**src/rtl/nanp_pkg.sv**
```systemverilog
package nanp_pkg;

  parameter int WORD_W = 32;
  parameter int FRAC_W = 23;

  typedef enum logic [1:0] {
    CLS_NUM    = 2'd0,
    CLS_QUIET  = 2'd1,
    CLS_SIGNAL = 2'd2,
    CLS_RSVD   = 2'd3
  } nan_cls_e;

  typedef enum logic [1:0] {
    POL_ORDERED   = 2'd0,
    POL_FIRST_ANY = 2'd1,
    POL_SWITCH    = 2'd2,
    POL_MAGNITUDE = 2'd3
  } nan_pol_e;

  typedef struct packed {
    logic any;
    logic quiet;
    logic sig;
  } nan_flags_t;

  // Canonical quiet NaN: positive sign, exponent all ones, top fraction bit.
  function automatic logic [WORD_W-1:0] canon_nan(input int ww, input int fw);
    logic [WORD_W-1:0] v;
    v = '0;
    for (int i = fw - 1; i < ww - 1; i++) v[i] = 1'b1;
    return v;
  endfunction

endpackage

```
**src/rtl/nanp_decode.sv**
```systemverilog
// Turns a class code into NaN flags; the reserved code counts as a number.
module nanp_decode
  import nanp_pkg::*;
(
  input  logic [1:0] cls_i,
  output nan_flags_t flg_o
);

  always_comb begin
    flg_o = '0;
    unique case (cls_i)
      CLS_QUIET:  begin flg_o.any = 1'b1; flg_o.quiet = 1'b1; end
      CLS_SIGNAL: begin flg_o.any = 1'b1; flg_o.sig   = 1'b1; end
      default:    flg_o = '0;
    endcase
  end

endmodule

```
**src/rtl/nanp_rank.sv**
```systemverilog
// Magnitude ordering for the magnitude policy.
module nanp_rank #(
  parameter int WORD_W = 32,
  parameter int FRAC_W = 23
) (
  input  logic [WORD_W-1:0] a_i,
  input  logic [WORD_W-1:0] b_i,
  output logic              a_wins_o
);

  localparam int SIGN_B = WORD_W - 1;

  logic [FRAC_W-1:0] fa, fb;
  logic              frac_gt, frac_eq, sign_win;

  always_comb begin
    fa       = a_i[FRAC_W-1:0];
    fb       = b_i[FRAC_W-1:0];
    frac_gt  = fa > fb;
    frac_eq  = fa == fb;
    sign_win = !a_i[SIGN_B] && b_i[SIGN_B];
    a_wins_o = frac_gt || (frac_eq && sign_win);
  end

endmodule

```
**src/rtl/nanp_pick.sv**
```systemverilog
// Chooses the operand that propagates, per policy.
module nanp_pick
  import nanp_pkg::*;
(
  input  logic [1:0] policy_i,
  input  logic       use_first_i,
  input  nan_flags_t a_f_i,
  input  nan_flags_t b_f_i,
  input  logic       a_wins_i,
  output logic       pick_b_o
);

  always_comb begin
    pick_b_o = 1'b0;
    unique case (nan_pol_e'(policy_i))
      POL_ORDERED:   pick_b_o = !a_f_i.sig && (b_f_i.sig || !a_f_i.quiet);
      POL_FIRST_ANY: pick_b_o = !a_f_i.any;
      POL_SWITCH:    pick_b_o = use_first_i ? !a_f_i.any : b_f_i.any;
      POL_MAGNITUDE: begin
        if (a_f_i.sig) begin
          if (b_f_i.sig) pick_b_o = !a_wins_i;
          else           pick_b_o = b_f_i.quiet;
        end else if (a_f_i.quiet) begin
          if (b_f_i.quiet) pick_b_o = !a_wins_i;
          else             pick_b_o = 1'b0;
        end else begin
          pick_b_o = 1'b1;
        end
      end
      default:       pick_b_o = 1'b0;
    endcase
  end

endmodule

```
**src/rtl/nanp_out.sv**
```systemverilog
// Quiets the selected operand or substitutes the canonical NaN.
module nanp_out
  import nanp_pkg::*;
#(
  parameter int WORD_W = 32,
  parameter int FRAC_W = 23
) (
  input  logic [WORD_W-1:0] a_i,
  input  logic [WORD_W-1:0] b_i,
  input  nan_flags_t        a_f_i,
  input  nan_flags_t        b_f_i,
  input  logic              pick_b_i,
  input  logic              dflt_mode_i,
  output logic [WORD_W-1:0] res_o
);

  localparam int               QBIT = FRAC_W - 1;
  localparam logic [WORD_W-1:0] DNAN = canon_nan(WORD_W, FRAC_W);

  logic [WORD_W-1:0] chosen;
  logic              chosen_sig, any_nan;

  always_comb begin
    chosen     = pick_b_i ? b_i : a_i;
    chosen_sig = pick_b_i ? b_f_i.sig : a_f_i.sig;
    any_nan    = a_f_i.any || b_f_i.any;
    if (!any_nan || dflt_mode_i) begin
      res_o = DNAN;
    end else begin
      res_o = chosen;
      if (chosen_sig) res_o[QBIT] = 1'b1;
    end
  end

endmodule

```
**src/rtl/nan_prop_sel.sv**
```systemverilog
module nan_prop_sel
  import nanp_pkg::*;
#(
  parameter int WORD_W = nanp_pkg::WORD_W,
  parameter int FRAC_W = nanp_pkg::FRAC_W
) (
  input  logic [1:0]        policy_i,
  input  logic              use_first_i,
  input  logic              dflt_mode_i,
  input  logic [1:0]        a_cls_i,
  input  logic [1:0]        b_cls_i,
  input  logic [WORD_W-1:0] a_i,
  input  logic [WORD_W-1:0] b_i,
  output logic [WORD_W-1:0] res_o,
  output logic              invalid_o,
  output logic              valid_o
);

  localparam int NOPS = 2;

  logic [1:0] cls_v [NOPS];
  nan_flags_t flg_v [NOPS];
  logic       a_wins, pick_b;

  assign cls_v[0] = a_cls_i;
  assign cls_v[1] = b_cls_i;

  for (genvar g = 0; g < NOPS; g++) begin : g_dec
    nanp_decode u_dec (.cls_i(cls_v[g]), .flg_o(flg_v[g]));
  end

  nanp_rank #(.WORD_W(WORD_W), .FRAC_W(FRAC_W)) u_rank (
    .a_i(a_i), .b_i(b_i), .a_wins_o(a_wins)
  );

  nanp_pick u_pick (
    .policy_i(policy_i), .use_first_i(use_first_i),
    .a_f_i(flg_v[0]), .b_f_i(flg_v[1]),
    .a_wins_i(a_wins), .pick_b_o(pick_b)
  );

  nanp_out #(.WORD_W(WORD_W), .FRAC_W(FRAC_W)) u_out (
    .a_i(a_i), .b_i(b_i), .a_f_i(flg_v[0]), .b_f_i(flg_v[1]),
    .pick_b_i(pick_b), .dflt_mode_i(dflt_mode_i), .res_o(res_o)
  );

  // invalid follows the classes alone; R1: valid marks a NaN result.
  assign invalid_o = flg_v[0].sig || flg_v[1].sig;
  assign valid_o   = flg_v[0].any || flg_v[1].any;

endmodule

```
**config.mk**
```make
export PLATFORM = sky130hd
export DESIGN_NAME = nan_prop_sel
export DESIGN_NICKNAME = d
export VERILOG_FILES = /design/src/rtl/nanp_pkg.sv /design/src/rtl/nanp_decode.sv /design/src/rtl/nanp_rank.sv /design/src/rtl/nanp_pick.sv /design/src/rtl/nanp_out.sv /design/src/rtl/nan_prop_sel.sv
export SDC_FILE = /design/constraint.sdc
export NUM_CORES = 1
export LEC_CHECK = 0
export ABC_CLOCK_PERIOD_IN_PS = 3300
export CORE_MARGIN = 2
export CORE_UTILIZATION = 35
export DETAILED_ROUTE_END_ITERATION = 10
export PLACE_DENSITY = 0.85
export SLEW_MARGIN = 20
export SYNTH_ARGS = -nofsm -noshare
export SYNTH_HDL_FRONTEND = slang
export SYNTH_HIERARCHICAL = 1
export SYNTH_SLANG_ARGS = --single-unit
```
**constraint.sdc**
```tcl
create_clock -name vclk -period 3.3
set_input_delay 0.495 -clock vclk [all_inputs]
set_output_delay 0.495 -clock vclk [all_outputs]
set_load 0.01 [all_outputs]
```
==> results of run 1 <==
## cell families after synthesis
logic type	after synthesis	synth area share, %
AO/OA/AOI/OAI	29	15.3
multiplexers	31	23.3
adder cells (fa/ha/maj)	27	25.4
buffers and inverters	39	15.5
AND/OR/NAND/NOR	58	20.6
## per-layer routing
metal | vias up | global-route usage [%] | share of wire [%]
li1 | 879 | - | -
met1 | 787 | 26.6 | 38
met2 | 61 | 46.8 | 55
met3 | 8 | 1.54 | 5.2
met4 | 0 | 2.34 | 1.6
met5 | - | 0 | 0
## through the flow
stage	power, mW	hold slack (ns)
4_1_cts	0.462	1.33
3_3_place_gp	0.392	2.02
2_1_floorplan	0.204	1.13
3_5_place_dp	0.399	2.03
5_1_grt	0.505	1.34
6_report	0.468	1.32
## area by class of cell
class,count,area [um^2]
Timing Repair Buffer,132,1200
Multi-Input combinational cell,145,1450
Tap cell,48,60.1
Fill cell,268,822
Inverter,32,133
## worst max-delay path, cell delays in order
cell,delay [ns]
clkdlybuf4s15_1,0.22
ha_4,0.27
a21oi_2,0.13
o21ai_1,0.11
o211ai_1,0.30
a31oi_2,0.16
nand2_1,0.09
o211ai_1,0.13
a211oi_4,0.26
buf_6,0.19
buf_12,0.13
mux2i_2,0.22
nor2_1,0.06
buf_2,0.18
## worst min path at each step
stage               startpoint        end  slack, ns  cells after the start
detailed placement     a_i[27]  res_o[27]       2.03                      4
floorplan              a_i[23]  res_o[23]       1.13                      2
global placement       a_i[24]  res_o[24]       2.02                      4
finish                  a_i[0]   res_o[0]       1.32                      4
CTS                    b_i[15]  res_o[15]       1.33                      4
global route           b_i[13]  res_o[13]       1.34                      4
## power breakdown
part           switching (mW)  internal [mW]  leakage (nW)  total (mW)
sequential                  0              0             0           0
clock                       0              0             0           0
combinational           0.204          0.265          1.38       0.468
total                   0.204          0.265          1.38       0.468
## what timing repair did
| action | 4_1_cts | 5_1_grt |
|---|---|---|
| gates resized for setup | 347 | 32 |
| setup endpoints to repair | 32 | 32 |
| cloned | 3 | 0 |
| buffers inserted | 6 | 1 |
| pin swaps | 42 | 16 |
| hold buffers | 0 | 0 |
## cell usage after synthesis
cell	n
buf_2	3
nor2_1	26
a2111oi_2	1
o21bai_2	2
a211oi_2	1
o211ai_1	3
a221oi_1	1
a21oi_1	12
a211oi_1	1
a31oi_2	1
o21ai_0	4
nor3_2	1
nand2b_4	1
mux2i_1	31
buf_12	3
or2_1	2
inv_1	32
nand4_1	4
nand2b_1	1
a21o_1	1
o21ba_2	1
nor3b_2	1
o21ai_1	1
nor3_1	3
nand3_1	2
ha_1	27
and3_1	1
buf_6	1
nand2_1	14
nor2b_1	2
==> reports/metrics.yaml, run 1 <==
final_layout:
  antenna_cells: 0
  layout.nets: 410
  fin_util_pct: 77.5
  finalNonFillerCells: 357
  nClkBuffers: 0
  layout-area-overhead-vs-synth_pct: 113
  final_common_cell: "buf_2"
  design.seq.count: 0
  seq_area_um2: 0
  drive_gt1_share_pct: 48.9
  design_area_um2: 2840
  final_cell_mix: "33 x buf_2, 28 x clkdlybuf4s50_1, 27 x mux2i_1, 25 x nor2_1, 22 x buf_6"
global_route:
  grt-ovfl-total: 0
  grt_max_degree: 24
  grt_pass1_wl_um: 8070
  grt_use_total_pct: 23.1
  grt_pass1_vias: 1848
  antenna_found_initial: 0
setup_path:
  cp-endpoint: "res_o[18]"
  criticalPathCategory: "in2out"
  crit_arrival_ns: 2.95
  worstPathMaxFanout: 5
  critPathLaunch: "a_i[4]"
  worst-endpoint-required_ns: 2.80
  crit_path_end_kind: "output pin"
  critPathLaunchType: "input port"
floorplanning:
  die_h_um: 65.7
  die_x_um: 65.7
  io_pins: 106
  initial_utilization_pct: 36.4
  placementRows: 22
  core_area_um2: 3660
  design.die.area_um2: 4320
synthesis:
  avgSynthCellArea_um2: 7.24
  syn_inst: 184
  synthDistinctLibCells: 30
  yosysWarnings: 6
  synth_top_area_cell: "ha_1"
  synth_top_area_share_pct: 25.4
  synth_nets: 283
  ys_seq_area_share_pct: 0
  synth_area_um2: 1330
  synth_top_cells_by_area: "ha_1 25%, mux2i_1 23%, inv_1 9.0%"
placed_design:
  post-place-ws_ns: -0.843
  dp_cells: 349
  place_area_um2: 2510
  hpwl_um: 3450
  place.gp.congestion: 0.749
  io_buffer_count: 106
power:
  leakagePower_nw: 1.38
  cellPowerDensity_nw_per_um2: 165
  peakVddDrop_uv: 96.4
detailed_routing:
  first_pass_iters: 4
  finalWirelength_um: 5160
  wl_per_cell_um: 14.4
  drcViolationCount: 0
  vias: 1735
  drt-initial-drc-count: 66
  antenna_left: 0
  vias_per_cell: 4.86
sta:
  finalHoldViolCount: 0
  drv_slew: 0
  rsz0062_at_grt: "true"
  finalWorstSetupSlack_ns: -0.142
  min_period_over_period_pct: 104
  setup_violations: 32
  layout_min_cycle_time_ns: 3.44
  setup-tns-final_ns: -3.07
  tightest_slew_ns: 1.00
  slew_headroom_pct: 33.3
  max_clock_freq_mhz: 291
status:
  violations: "negative setup slack"
  status: "finished, violations left"
run:
  drv_cap: 0
min_path:
  holdCritPathClass: "in2out"
Note: power is estimated with default switching activity, not from simulation.
==> inputs of run 2 (changes only) <==
--- a/config.mk
+++ b/config.mk
@@ -9,6 +9,7 @@
 export CORE_MARGIN = 2
 export CORE_UTILIZATION = 35
 export DETAILED_ROUTE_END_ITERATION = 10
+export GPL_TIMING_DRIVEN = 0
 export PLACE_DENSITY = 0.85
 export SLEW_MARGIN = 20
 export SYNTH_ARGS = -nofsm -noshare
==> reports/metrics.yaml, run 2 (synthesis results as in run 1) <==
sta:
  slew_headroom_pct: 71.5
  drv_slew: 0
  setup_violations: 24
  rsz0062_at_grt: "true"
  hold_slack_ns: 1.32
  tightest_slew_ns: 0.427
  max_clock_freq_mhz: 297
  setup-tns-final_ns: -0.658
  finalWorstSetupSlack_ns: -0.0709
  finalHoldViolCount: 0
  min_period_over_period_pct: 102
  layout_min_cycle_time_ns: 3.37
final_layout:
  final_common_cell: "buf_2"
  fin_util_pct: 73.5
  design.seq.count: 0
  drive_gt1_share_pct: 50.5
  antenna_cells: 0
  layout-area-overhead-vs-synth_pct: 102
  finalNonFillerCells: 349
  seq_area_um2: 0
  layout.nets: 402
  design_area_um2: 2690
  nClkBuffers: 0
  final_cell_mix: "52 x buf_2, 28 x clkdlybuf4s50_1, 25 x mux2i_1, 25 x nor2_1, 19 x ha_4"
min_path:
  hold_depth: 4
  holdCritPathClass: "in2out"
  whs_endpoint: "res_o[15]"
  hp-start: "b_i[15]"
detailed_routing:
  antenna_left: 0
  drcViolationCount: 0
  first_pass_iters: 4
  drt-initial-drc-count: 35
  finalWirelength_um: 4980
  vias: 1714
  vias_per_cell: 4.91
  wl_per_cell_um: 14.3
global_route:
  grt_pass1_wl_um: 7580
  grt-ovfl-total: 0
  grt_max_degree: 11
  grt_pass1_vias: 1686
  grt_use_total_pct: 21.4
  antenna_found_initial: 0
setup_path:
  worst-endpoint-required_ns: 2.80
  critPathLaunchType: "input port"
  crit_path_end_kind: "output pin"
  crit_arrival_ns: 2.88
  worstPathMaxFanout: 5
  criticalPathCategory: "in2out"
floorplanning:
  io_pins: 106
  die_h_um: 65.7
  placementRows: 22
  initial_utilization_pct: 36.4
  core_area_um2: 3660
  die_x_um: 65.7
  design.die.area_um2: 4320
power:
  peakVddDrop_uv: 84.4
  total_power_mw: 0.467
  leakagePower_nw: 1.33
  cellPowerDensity_nw_per_um2: 174
run:
  drv_cap: 0
placed_design:
  place_area_um2: 2450
  dp_cells: 338
  post-place-ws_ns: -0.828
  place.gp.congestion: 0.704
  io_buffer_count: 106
  hpwl_um: 3440
status:
  status: "finished, violations left"
  violations: "negative setup slack"
run 2: cell types whose count changed in the layout (fill, tap and decap cells not counted), sizes merged:
cell | previous run | this run
buf | 84 | 81
clkbuf | 2 | 5
clkdlybuf4s15 | 11 | 3
run 2: worst max-delay path by stage:
stage	start	endpoint	slack [ns]	cells past startpoint
4_1_cts	a_i[0]	res_o[1]	-0.04	18
2_1_floorplan	a_i[0]	res_o[23]	0.33	14
3_3_place_gp	a_i[0]	res_o[29]	-0.78	16
5_1_grt	b_i[18]	res_o[2]	-0.19	17
6_report	b_i[18]	res_o[0]	-0.07	17
3_5_place_dp	a_i[0]	res_o[11]	-0.83	16
run 2: layout make-up:
| cell class | instances | area, um^2 |
|---|---|---|
| buffer | 5 | 55.1 |
| fill | 299 | 968 |
| inverter | 32 | 125 |
| multi-input combinational | 145 | 1460 |
| tap | 48 | 60.1 |
| timing repair buffer | 119 | 991 |
run 2: routing by layer:
layer | GRT usage (%) | vias up | part of all wire (%)
met5 | 0 | - | 0
met2 | 42.9 | 56 | 56
met4 | 0.521 | 0 | 0.50
met3 | 1.71 | 4 | 5.4
li1 | - | 869 | -
met1 | 25.5 | 785 | 38
run 2: timing repair:
action / in CTS / in global routing
hold endpoints to repair: 0 / 0
hold buffers: 0 / 0
endpoints found under the setup margin: 32 / 32
pin swaps: 31 / 20
buffers inserted: 6 / 6
resized for setup: 323 / 49
cloned: 3 / 0
run 2: report_power, final:
group	internal (mW)	switching, mW	total (mW)	leakage [nW]
Clock	0	0	0	0
Combinational	0.262	0.206	0.467	1.33
Sequential	0	0	0	0
run 2: worst max-delay path, cell delays in order:
cell and delay (ns):
buf_2 0.11, inv_2 0.05, ha_4 0.23, buf_4 0.13
a21oi_1 0.15, o21ai_0 0.14, o21bai_2 0.17, a31oi_2 0.12
nand2_1 0.07, o211ai_1 0.13, a211oi_4 0.26, buf_4 0.16
buf_12 0.12, buf_12 0.12, mux2i_2 0.22, nor2_1 0.06
buf_2 0.14
==> inputs of run 3 (changes only) <==
--- a/config.mk
+++ b/config.mk
@@ -11,6 +11,7 @@
 export DETAILED_ROUTE_END_ITERATION = 10
 export GPL_TIMING_DRIVEN = 0
 export PLACE_DENSITY = 0.85
+export REMOVE_ABC_BUFFERS = 1
 export SLEW_MARGIN = 20
 export SYNTH_ARGS = -nofsm -noshare
 export SYNTH_HDL_FRONTEND = slang
==> constraint.sdc (replaced) <==
create_clock -name vclk -period 3.3
set_input_delay 0.495 -clock vclk [all_inputs]
set_output_delay 0.495 -clock vclk [all_outputs]
set_load 0.1 [all_outputs]
==> reports/metrics.yaml, run 3 (synthesis results as in run 1) <==
status:
  status: "finished, violations left"
  violations: "negative setup slack"
final_layout:
  fin_util_pct: 79.3
  layout.nets: 395
  final_cell_mix: "49 x buf_6, 29 x mux2i_1, 28 x clkdlybuf4s50_1, 24 x nor2_1, 21 x ha_4"
  seq_area_um2: 0
  design_area_um2: 2900
  drive_gt1_share_pct: 47.6
  antenna_cells: 0
  nClkBuffers: 0
  final_common_cell: "buf_6"
  fillers: 258
  layout-area-overhead-vs-synth_pct: 118
  design.seq.count: 0
  multi_input_area_um2: 1490
placed_design:
  post-place-ws_ns: -1.63
  place.gp.congestion: 0.872
  place_area_um2: 2420
  io_buffer_count: 106
  hpwl_um: 3490
global_route:
  grt_max_degree: 24
  grt_use_total_pct: 21.7
  grt-ovfl-total: 0
  grt_pass1_vias: 1779
  antenna_found_initial: 0
  grt_pass1_wl_um: 7640
detailed_routing:
  highest_layer: "met4"
  wl_met1_um: 1850
  wl_per_cell_um: 15.1
  antenna_left: 0
  drcViolationCount: 0
  first_pass_iters: 4
  routed-wl-met2_um: 2860
  vias_per_cell: 5.09
  vias: 1741
  drt-initial-drc-count: 42
  finalWirelength_um: 5160
  wl_met3_um: 374
floorplanning:
  core_area_um2: 3660
  die_x_um: 65.7
  io_pins: 106
  initial_utilization_pct: 36.4
  die_h_um: 65.7
  placementRows: 22
  design.die.area_um2: 4320
power:
  switching_share_pct: 61.9
  leakagePower_nw: 1.36
  seqPwrFrac_pct: 0
  combPwrFrac_pct: 100.0
  power_frac_clock_pct: 0
  peakVddDrop_uv: 171
  cellPowerDensity_nw_per_um2: 261
  internal_power_mw: 0.288
  switchingPower_mw: 0.469
sta:
  slew_headroom_pct: 34.6
  setup_violations: 32
  finalWorstSetupSlack_ns: -0.174
  max_clock_freq_mhz: 288
  drv_slew: 0
  hold_slack_ns: 1.45
  setup-tns-final_ns: -3.86
  min_period_over_period_pct: 105
  rsz0062_at_grt: "true"
  tightest_slew_ns: 0.981
  layout_min_cycle_time_ns: 3.47
  finalHoldViolCount: 0
setup_path:
  crit_path_end_kind: "output pin"
  crit_arrival_ns: 2.98
  worst-endpoint-required_ns: 2.80
  critPathLaunchType: "input port"
  worstPathMaxFanout: 6
  criticalPathCategory: "in2out"
min_path:
  holdCritPathClass: "in2out"
cts:
  holdBufCountCts: 0
run:
  drv_cap: 0
==> run 3: cell count changes in the layout (fill, tap and decap cells not counted), moves of 4 or more <==
| cell | before | now |
|---|---|---|
| buf_2 | 52 | 10 |
| buf_6 | 14 | 49 |
| clkdlybuf4s15_1 | 2 | 9 |
| clkbuf_2 | 5 | 0 |
| mux2i_1 | 25 | 29 |
| mux2i_2 | 6 | 2 |
==> run 3: worst paths after layout <==
kind	start	to	slack, ns	cells after the start
min	b_i[20]	res_o[20]	1.45	4
max	a_i[0]	res_o[14]	-0.17	16
==> run 3: cell type report <==
| class | instances | area share, % |
|---|---|---|
| Tap cell | 48 | 2.07 |
| Timing Repair Buffer | 117 | 42.2 |
| Inverter | 32 | 4.31 |
| Multi-Input combinational cell | 145 | 51.4 |
==> run 3: timing repair <==
action                     4_1_cts  5_1_grt
resized for setup              433       26
pin swaps                       36        8
buffers inserted                 5        3
setup endpoints to repair       32       32
cloned                           0        2
==> run 3: per-layer routing <==
layer  track usage [%]  vias up
met1              22.2      805
met4              3.39        0
li1                  -      852
met5                 0        -
met3              3.60        8
met2              45.3       76
==> run 3: worst max-delay path: stages <==
cell and delay [ns]:
buf_8 0.10, inv_4 0.04, ha_4 0.18, nand2b_4 0.13, a211oi_2 0.22, nor3_2 0.07
o211ai_1 0.26, a31oi_4 0.13, nand2_1 0.08, o211ai_1 0.13, a211oi_4 0.27, buf_6 0.19
buf_12 0.13, mux2i_1 0.22, nor2_1 0.08, buf_6 0.23
==> run 3: through the flow <==
stage	total power [mW]	std cells
6_report	0.757	342
4_1_cts	0.707	339
2_1_floorplan	0.447	177
5_1_grt	0.795	342
3_5_place_dp	0.646	334
3_3_place_gp	0.642	331
==> run 3: power by group through the flow <==
stage               registers [mW]  logic [mW]  clock network [mW]
floorplan                        0       0.447                   0
CTS                              0       0.707                   0
global route                     0       0.795                   0
detailed placement               0       0.646                   0
global placement                 0       0.642                   0
finish                           0       0.757                   0
